===== src/rtl/alarm_pkg.sv =====
// Package: shared widths and field layout for the calendar alarm comparator.
// Assumes five fields in a fixed index order: sec, min, hour, day, weekday.
package alarm_pkg;
    localparam int NUM_FIELDS = 5;
    localparam int REG_W      = 8;
    localparam int INC_BIT    = REG_W - 1;
    localparam int MAX_FW     = REG_W - 1;

    localparam int F_SEC  = 0;
    localparam int F_MIN  = 1;
    localparam int F_HOUR = 2;
    localparam int F_DAY  = 3;
    localparam int F_WDAY = 4;

    // Compared width of each field index.
    function automatic int field_width(input int idx);
        case (idx)
            F_SEC, F_MIN:  return 7;
            F_HOUR, F_DAY: return 6;
            default:       return 3;
        endcase
    endfunction
endpackage


===== src/rtl/alarm_field_cmp.sv =====
// Module: one field comparator.
// Compares the low FW bits of the alarm byte with the time value.
// Assumes the time value is zero-extended to MAX_FW bits. The include bit
// is active low, and an excluded field always reports a hit.
module alarm_field_cmp
    import alarm_pkg::*;
#(
    parameter int FW = 7
) (
    input  logic [MAX_FW-1:0] now_val,
    input  logic [REG_W-1:0]  alm_reg,
    output logic              used,
    output logic              hit
);
    localparam logic [MAX_FW-1:0] CMP_MASK = MAX_FW'((1 << FW) - 1);

    // Decode the include bit and compare the masked field.
    always_comb begin
        used = ~alm_reg[INC_BIT];
        hit  = ~used | (((now_val ^ alm_reg[MAX_FW-1:0]) & CMP_MASK) == '0);
    end
endmodule


===== src/rtl/alarm_hit_reduce.sv =====
// Module: combines per-field results into one match.
// Assumes excluded fields already report a hit. There is no match when no
// field is included.
module alarm_hit_reduce #(
    parameter int N = 5
) (
    input  logic [N-1:0] used,
    input  logic [N-1:0] hit,
    output logic         all_hit
);
    // Match only when at least one field is included and all fields hit.
    always_comb all_hit = (|used) & (&hit);
endmodule


===== src/rtl/alarm_flag_ctl.sv =====
// Module: sticky flag with first-match detection.
// Samples the match only on the update strobe and remembers the last
// sampled result. It sets the flag when the match rises. A set takes
// priority over a host clear in the same cycle.
module alarm_flag_ctl (
    input  logic clk,
    input  logic rst_n,
    input  logic upd,
    input  logic all_hit,
    input  logic flag_clr,
    output logic flag
);
    logic prev_hit;
    logic set_ev;

    // Alarm event: matching update whose predecessor did not match.
    always_comb set_ev = upd & all_hit & ~prev_hit;

    // Remember the match result of the last update.
    always_ff @(posedge clk) begin
        if (!rst_n)   prev_hit <= 1'b0;
        else if (upd) prev_hit <= all_hit;
    end

    // Sticky flag: set on event, cleared by host, otherwise held.
    always_ff @(posedge clk) begin
        if (!rst_n)         flag <= 1'b0;
        else if (set_ev)    flag <= 1'b1;
        else if (flag_clr)  flag <= 1'b0;
    end

    // flag holds while no clear arrives
    p_sticky_r5: assert property (@(posedge clk) disable iff (!rst_n)
        flag && !flag_clr |=> flag);
    // clear without a new event drops the flag
    p_clear_r5: assert property (@(posedge clk) disable iff (!rst_n)
        flag_clr && !(upd && all_hit) |=> !flag);
    // without the update strobe a low flag stays low
    p_no_tick_r7: assert property (@(posedge clk) disable iff (!rst_n)
        !flag && !upd |=> !flag);
    // an update that matches after a non-matching one leaves the flag set
    p_set_wins_r10: assert property (@(posedge clk) disable iff (!rst_n)
        upd && all_hit && !prev_hit |=> flag);
endmodule


===== src/rtl/cal_alarm_match.sv =====
// Module: top of the masked calendar alarm comparator.
// Generates one comparator per field, reduces them, and drives the sticky
// flag and the gated interrupt level. Assumes the time inputs are valid
// whenever upd is high.
module cal_alarm_match
    import alarm_pkg::*;
(
    input  logic             clk,
    input  logic             rst_n,
    input  logic             upd,
    input  logic [6:0]       now_sec,
    input  logic [6:0]       now_min,
    input  logic [5:0]       now_hour,
    input  logic [5:0]       now_day,
    input  logic [2:0]       now_wday,
    input  logic [REG_W-1:0] alm_sec,
    input  logic [REG_W-1:0] alm_min,
    input  logic [REG_W-1:0] alm_hour,
    input  logic [REG_W-1:0] alm_day,
    input  logic [REG_W-1:0] alm_wday,
    input  logic             flag_clr,
    input  logic             irq_en,
    output logic             alarm_flag,
    output logic             irq
);
    logic [MAX_FW-1:0]     now_v [NUM_FIELDS];
    logic [REG_W-1:0]      alm_v [NUM_FIELDS];
    logic [NUM_FIELDS-1:0] f_used;
    logic [NUM_FIELDS-1:0] f_hit;
    logic                  all_hit;

    // Gather fields into index order with zero extension.
    always_comb begin
        now_v[F_SEC]  = now_sec;
        now_v[F_MIN]  = now_min;
        now_v[F_HOUR] = {1'b0, now_hour};
        now_v[F_DAY]  = {1'b0, now_day};
        now_v[F_WDAY] = {4'b0, now_wday};
        alm_v[F_SEC]  = alm_sec;
        alm_v[F_MIN]  = alm_min;
        alm_v[F_HOUR] = alm_hour;
        alm_v[F_DAY]  = alm_day;
        alm_v[F_WDAY] = alm_wday;
    end

    for (genvar i = 0; i < NUM_FIELDS; i++) begin : g_field
        localparam int FW = field_width(i);
        alarm_field_cmp #(.FW(FW)) u_cmp (
            .now_val (now_v[i]),
            .alm_reg (alm_v[i]),
            .used    (f_used[i]),
            .hit     (f_hit[i])
        );
    end

    alarm_hit_reduce #(.N(NUM_FIELDS)) u_reduce (
        .used    (f_used),
        .hit     (f_hit),
        .all_hit (all_hit)
    );

    alarm_flag_ctl u_flag (
        .clk      (clk),
        .rst_n    (rst_n),
        .upd      (upd),
        .all_hit  (all_hit),
        .flag_clr (flag_clr),
        .flag     (alarm_flag)
    );

    // Interrupt request level.
    always_comb irq = alarm_flag & irq_en;

    // with every field excluded an update never raises the flag
    p_none_enabled_r4: assert property (@(posedge clk) disable iff (!rst_n)
        !alarm_flag && alm_sec[INC_BIT] && alm_min[INC_BIT] && alm_hour[INC_BIT]
        && alm_day[INC_BIT] && alm_wday[INC_BIT] |=> !alarm_flag);
endmodule


===== config.mk =====
export PLATFORM = sky130hd
export DESIGN_NAME = cal_alarm_match
export DESIGN_NICKNAME = d
export VERILOG_FILES = /design/src/rtl/alarm_pkg.sv /design/src/rtl/alarm_field_cmp.sv /design/src/rtl/alarm_hit_reduce.sv /design/src/rtl/alarm_flag_ctl.sv /design/src/rtl/cal_alarm_match.sv
export SDC_FILE = /design/constraint.sdc
export NUM_CORES = 1
export LEC_CHECK = 0
export BUFFER_PORTS_ARGS = -buffer_cell sky130_fd_sc_hd__buf_2
export CORE_MARGIN = 1.5
export CORE_UTILIZATION = 27
export CTS_BUF_LIST = sky130_fd_sc_hd__clkbuf_8
export CTS_CLUSTER_SIZE = 10
export DETAILED_ROUTE_END_ITERATION = 6
export PLACE_DENSITY_LB_ADDON = 0.1
export SLEW_MARGIN = 20
export SYNTH_ARGS = -nofsm -noshare
export SYNTH_HDL_FRONTEND = slang
export SYNTH_SLANG_ARGS = --single-unit

===== constraint.sdc =====
create_clock -name clk -period 1.8 [get_ports clk]
set_input_delay 0.27 -clock clk [delete_from_list [all_inputs] [get_ports clk]]
set_output_delay 0.27 -clock clk [all_outputs]
set_load 0.02 [all_outputs]

[After elaboration in Yosys (flattened, before gate mapping)]
Index checks and enable logic that the tools add are counted.
Storage, ports and cells
  register bits: 2
  output and inout bits: 2
  logic and storage cells: 32
Cells by class
  multiplexer cells: 2
  bitwise gates (word level): 20
  reductions and logical operators: 8
Operators with widths (number)
  $logic_not A7 Y1: 5
  $xor A7 B7 Y7: 2
  $xor A6 B6 Y6: 2
  $not A1 Y1: 6
  $or A1 B1 Y1: 5
  $reduce_and A5 Y1: 1
  $reduce_or A5 Y1: 1
  $and A1 B1 Y1: 4
  $xor A3 B3 Y3: 1
  $mux W1: 2
  $reduce_bool A2 Y1: 1

[Logic depth before layout (Yosys ltp)]
  depth after elaboration: 8
  gate-level depth with buffers: 5
  depth with buffers taken out: 5

[By module]
A second synthesis with hierarchy kept.
Unflattened totals
  cells, all modules: 55
  area total of the unflattened synthesis: 475.5 um^2
By module, submodules not included
  alarm_field_cmp at g_field[0].u_cmp ...: instances 2, cells each 10, area each 87.6 um^2, seq. area each 0.0 um^2
  alarm_field_cmp at g_field[2].u_cmp ...: instances 2, cells each 9, area each 75.1 um^2, seq. area each 0.0 um^2
  alarm_flag_ctl: instances 1, cells each 7, area each 76.3 um^2, seq. area each 40.0 um^2
  alarm_field_cmp at g_field[4].u_cmp: instances 1, cells each 5, area each 37.5 um^2, seq. area each 0.0 um^2
  alarm_hit_reduce: instances 1, cells each 3, area each 26.3 um^2, seq. area each 0.0 um^2
  cal_alarm_match: instances 1, cells each 2, area each 10.0 um^2, seq. area each 0.0 um^2

[Worst setup path before layout]
OpenSTA, ideal clock, no wires.
  path type: in2reg
  start: input alm_hour[3]
  end: register u_flag.flag
  library setup time: 0.084 ns
  arrival: 1.503 ns
  required time: 1.716 ns
  path slack: 0.213 ns
  stages on the path: 5
  cell sequence: xor2_1 > nor4_2 > a31oi_1 > or4_1 > o31ai_2
On the way
  cells in the longest elaborated chain, start to end: 8
RTL lines
  from (decl): RTL line cal_alarm_match.sv:18  | input logic [REG_W-1:0] alm_hour,
  $xor A6 B6 Y6 *: RTL line alarm_field_cmp.sv:20  | hit = ~used | (((now_val ^ alm_reg[MAX_FW-1:0]) & CMP_MASK) == '0);
  $logic_not A7 Y1 *: RTL line alarm_field_cmp.sv:20
  $or A1 B1 Y1 *: RTL line alarm_field_cmp.sv:20
  $reduce_and A5 Y1 *: RTL line alarm_hit_reduce.sv:12  | always_comb all_hit = (|used) & (&hit);
  $and A1 B1 Y1 *: RTL line alarm_hit_reduce.sv:12
  $and A1 B1 Y1 * (2 in a row): RTL line alarm_flag_ctl.sv:17  | always_comb set_ev = upd & all_hit & ~prev_hit;
  $mux W1 or $reduce_bool A2 Y1 (tied branches)
  to (signal assigned): RTL line alarm_flag_ctl.sv:27  | if (!rst_n) flag <= 1'b0;
  to (signal assigned): RTL line alarm_flag_ctl.sv:28  | else if (set_ev) flag <= 1'b1;
  to (signal assigned): RTL line alarm_flag_ctl.sv:29  | else if (flag_clr) flag <= 1'b0;
  to (decl): RTL line alarm_flag_ctl.sv:11  | output logic flag
Every way passes the cells marked *; elsewhere a longest branch is shown, timed or not.
A chain may end at the register's enable or synchronous reset.

[Final worst setup path]
  start: input alm_sec[0]
  end: register u_flag.flag
On the way
  cells in the longest elaborated chain, start to end: 8
RTL lines
  from (decl): RTL line cal_alarm_match.sv:16  | input logic [REG_W-1:0] alm_sec,
  $xor A7 B7 Y7 *: RTL line alarm_field_cmp.sv:20
  $logic_not A7 Y1 *: RTL line alarm_field_cmp.sv:20
  $or A1 B1 Y1 *: RTL line alarm_field_cmp.sv:20
  $reduce_and A5 Y1 *: RTL line alarm_hit_reduce.sv:12
  $and A1 B1 Y1 *: RTL line alarm_hit_reduce.sv:12
  $and A1 B1 Y1 * (2 in a row): RTL line alarm_flag_ctl.sv:17
  $mux W1 or $reduce_bool A2 Y1 (tied branches)
Marked as above.

==> run_results.csv <==
group,metric,value,unit
outcome,status,"completed",
clocking,cts_buffer_depth,2,
grt,antenna_found_initial,0,
grt,grt_max_degree,4,
die,num_io_pins,76,
setup_path,worstPathMaxFanout,2,
clocking,cts.sinks,2,
sta,drv_slew,0,
drt,vias_per_cell,4.55,
cells_and_area,drive_gt1_share,61.2,%
sta,rsz0062_at_grt,"false",
clocking,cts.clk_slew.worst_paths,30,ps
clocking,cts-resized-gates,0,
grt,grt-ovfl-total,0,
synthesis,syn-instance-count,49,
job,drv_cap,0,
grt,grt_usage,15.0,%
setup_path,critPathArrivalTime,1690,ps
setup_path,cp.required,1930,ps
cells_and_area,mostFrequentLayoutCell,"buf_2",
power,clockPowerShare,47.7,%
sta,tightest_slew,282,ps
drt,dr_wl_met2,655,um
drt,route.detailed.drc,0,
cells_and_area,final_nets,197,
grt,grt_first_pass_wirelength,2.02,mm
power,leakage,0.440,nW
cells_and_area,layout_common_cells,"buf_2 (69), xor2_1 (19), xnor2_1 (10)",
sta,hold_ws,328,ps
clocking,clock_latency,210,ps
power,internal-power,277,uW
synthesis,synth_area,425,um^2
clocking,hold_buffers,0,
sta,finalCriticalPeriod,1570,ps
synthesis,synthTopCellsByArea,"xor2_1 (39%), xnor2_1 (21%), dfxtp_1 (9.4%)",
synthesis,ys_seq_area_share,9.41,%
sta,setup_viol,0,
synthesis,ys_seq_elements,2,
die,die_y,42.7,um
power,vdd_drop_max,0.000203,V
drt,drtAntennaViolNets,0,
setup_path,path_class,"in2reg",
synthesis,yosysTopAreaCellShare,39.1,%
drt,wl_per_cell,9.15,um
power,sw_frac_of_total,24.6,%
setup_path,critPathCaptureType,"flop",
sta,finalCritPeriodShare,87.0,%
synthesis,synth_area_per_cell,8.68,um^2
clocking,cts_setup_buffers,0,
drt,met1_length,422,um
clocking,htreeDepth,1,
synthesis,synth_largest_area_cell,"xor2_1",
setup_path,critPathLaunchType,"primary input",
synthesis,ys_warn_count,0,
place,dp.cells,134,
die,core,0.00149,mm^2
drt,drt-total-wl,1.25,mm
sta,slew_headroom,81.0,%
cells_and_area,nFillCells,163,
power,powerDensity,441,mW/mm^2
die,die-area,0.00182,mm^2
place,dp_hpwl,1.18,mm
place,gp_congestion,0.647,
place,port_buffers,69,
grt,first_global_vias,580,
clocking,cts_tree,"yes",
cells_and_area,antenna_cells,0,
drt,highest_layer,"met4",
synthesis,synth.distinct_cells,16,
power,sequentialPowerShare,12.4,%
sta,hold_viol,0,
clocking,root_buffer,"clkbuf_8",
die,row_count,14,
sta,fmax,639,MHz
drt,met3_length,125,um
hold_path,hold_path_class,"in2reg",
clocking,cts_made_buffers,3,
synthesis,synth_nets,123,
power,power_frac_comb,39.9,%
cells_and_area,areaGrowthSynthToFinish,95.6,%
die,initial_core_util,28.6,%
power,switching_power,90.2,uW
die,die_w,42.7,um
sta,fin_skew,0.283,ps
drt,drtIter0Drc,2,
cells_and_area,final_cells,137,
drt,vias,623,
drt,drtPass1Iterations,4,
## path summary, 6_finish.rpt
| path | start | cells after the start | slack [ps] | to |
|---|---|---|---|---|
| max | alm_sec[0] | 6 | 230 | u_flag.flag$_SDFFE_PN0P_ |
| min | rst_n | 3 | 330 | u_flag.prev_hit$_SDFFE_PN0P_ |
| max reg2reg | u_flag.prev_hit$_SDFFE_PN0P_ | 1 | 1200 | u_flag.flag$_SDFFE_PN0P_ |
| min reg2reg | u_flag.prev_hit$_SDFFE_PN0P_ | 1 | 460 | u_flag.flag$_SDFFE_PN0P_ |
## metrics by stage
stage / power, mW / worst slack [ps] / cell area [um^2] / util [%] / TNS [ps]
after floorplan: 0.105 / 213 / 425 / - / 0
after global placement: 0.191 / -39.5 / 791 / 53.1 / -39.5
final: 0.367 / 235 / 832 / 55.9 / 0
after global routing: 0.391 / 136 / 832 / 55.9 / 0
after CTS: 0.375 / 191 / 832 / 55.9 / 0
after detailed placement: 0.195 / -28.6 / 791 / 53.1 / -28.6
## sequential cells by signal, indices dropped and copies added (netlist names)
register / count
u_flag.flag: 1
u_flag.prev_hit: 1
## power by group through the flow
stage / Sequential, mW / Combinational [mW] / Clock [mW]
final: 0.0455 / 0.146 / 0.175
after global routing: 0.0455 / 0.165 / 0.181
after CTS: 0.0455 / 0.149 / 0.181
after detailed placement: 0.0460 / 0.149 / 0
after global placement: 0.0460 / 0.145 / 0
after floorplan: 0.0462 / 0.0588 / 0
## cell families after synthesis
| group | count (synthesis) | synth area share, % |
|---|---|---|
| flip-flops | 2 | 9.41 |
| AO/OA/AOI/OAI | 7 | 13.2 |
| AND/OR/NAND/NOR | 11 | 17.6 |
| XOR/XNOR | 29 | 59.7 |
## per-layer routing
layer	global-route usage, %	vias to the layer above
li1	-	323
met1	14.2	254
met2	26.4	39
met3	2.98	7
met4	13.8	0
met5	0	-
## cell type report
type                       count  area (um^2)  share of cell area [%]
tap                           16         20.0                    2.41
timing repair buffer          69          345                    41.5
multi-input combinational     47          385                    46.3
clock buffer                   3         41.3                    4.96
sequential                     2         40.0                    4.81
## critical path, cell delays in order
cell	delay, ps
buf_2	100
xor2_1	150
nor4_1	300
a41oi_1	140
or4_1	520
o31ai_2	220
## Yosys cell counts
cell type and instances:
nor4_2 1, dfxtp_1 2, a31oi_1 2, nand3_1 1, xor2_1 19, a41oi_1 2
nand2_1 1, nor4_1 3, o41ai_1 1, and2_1 1, or4_1 1, o31ai_2 1
nand3b_1 2, o21ai_0 1, nand4_1 1, xnor2_1 10
No activity file was read; power rests on OpenSTA's default activity.
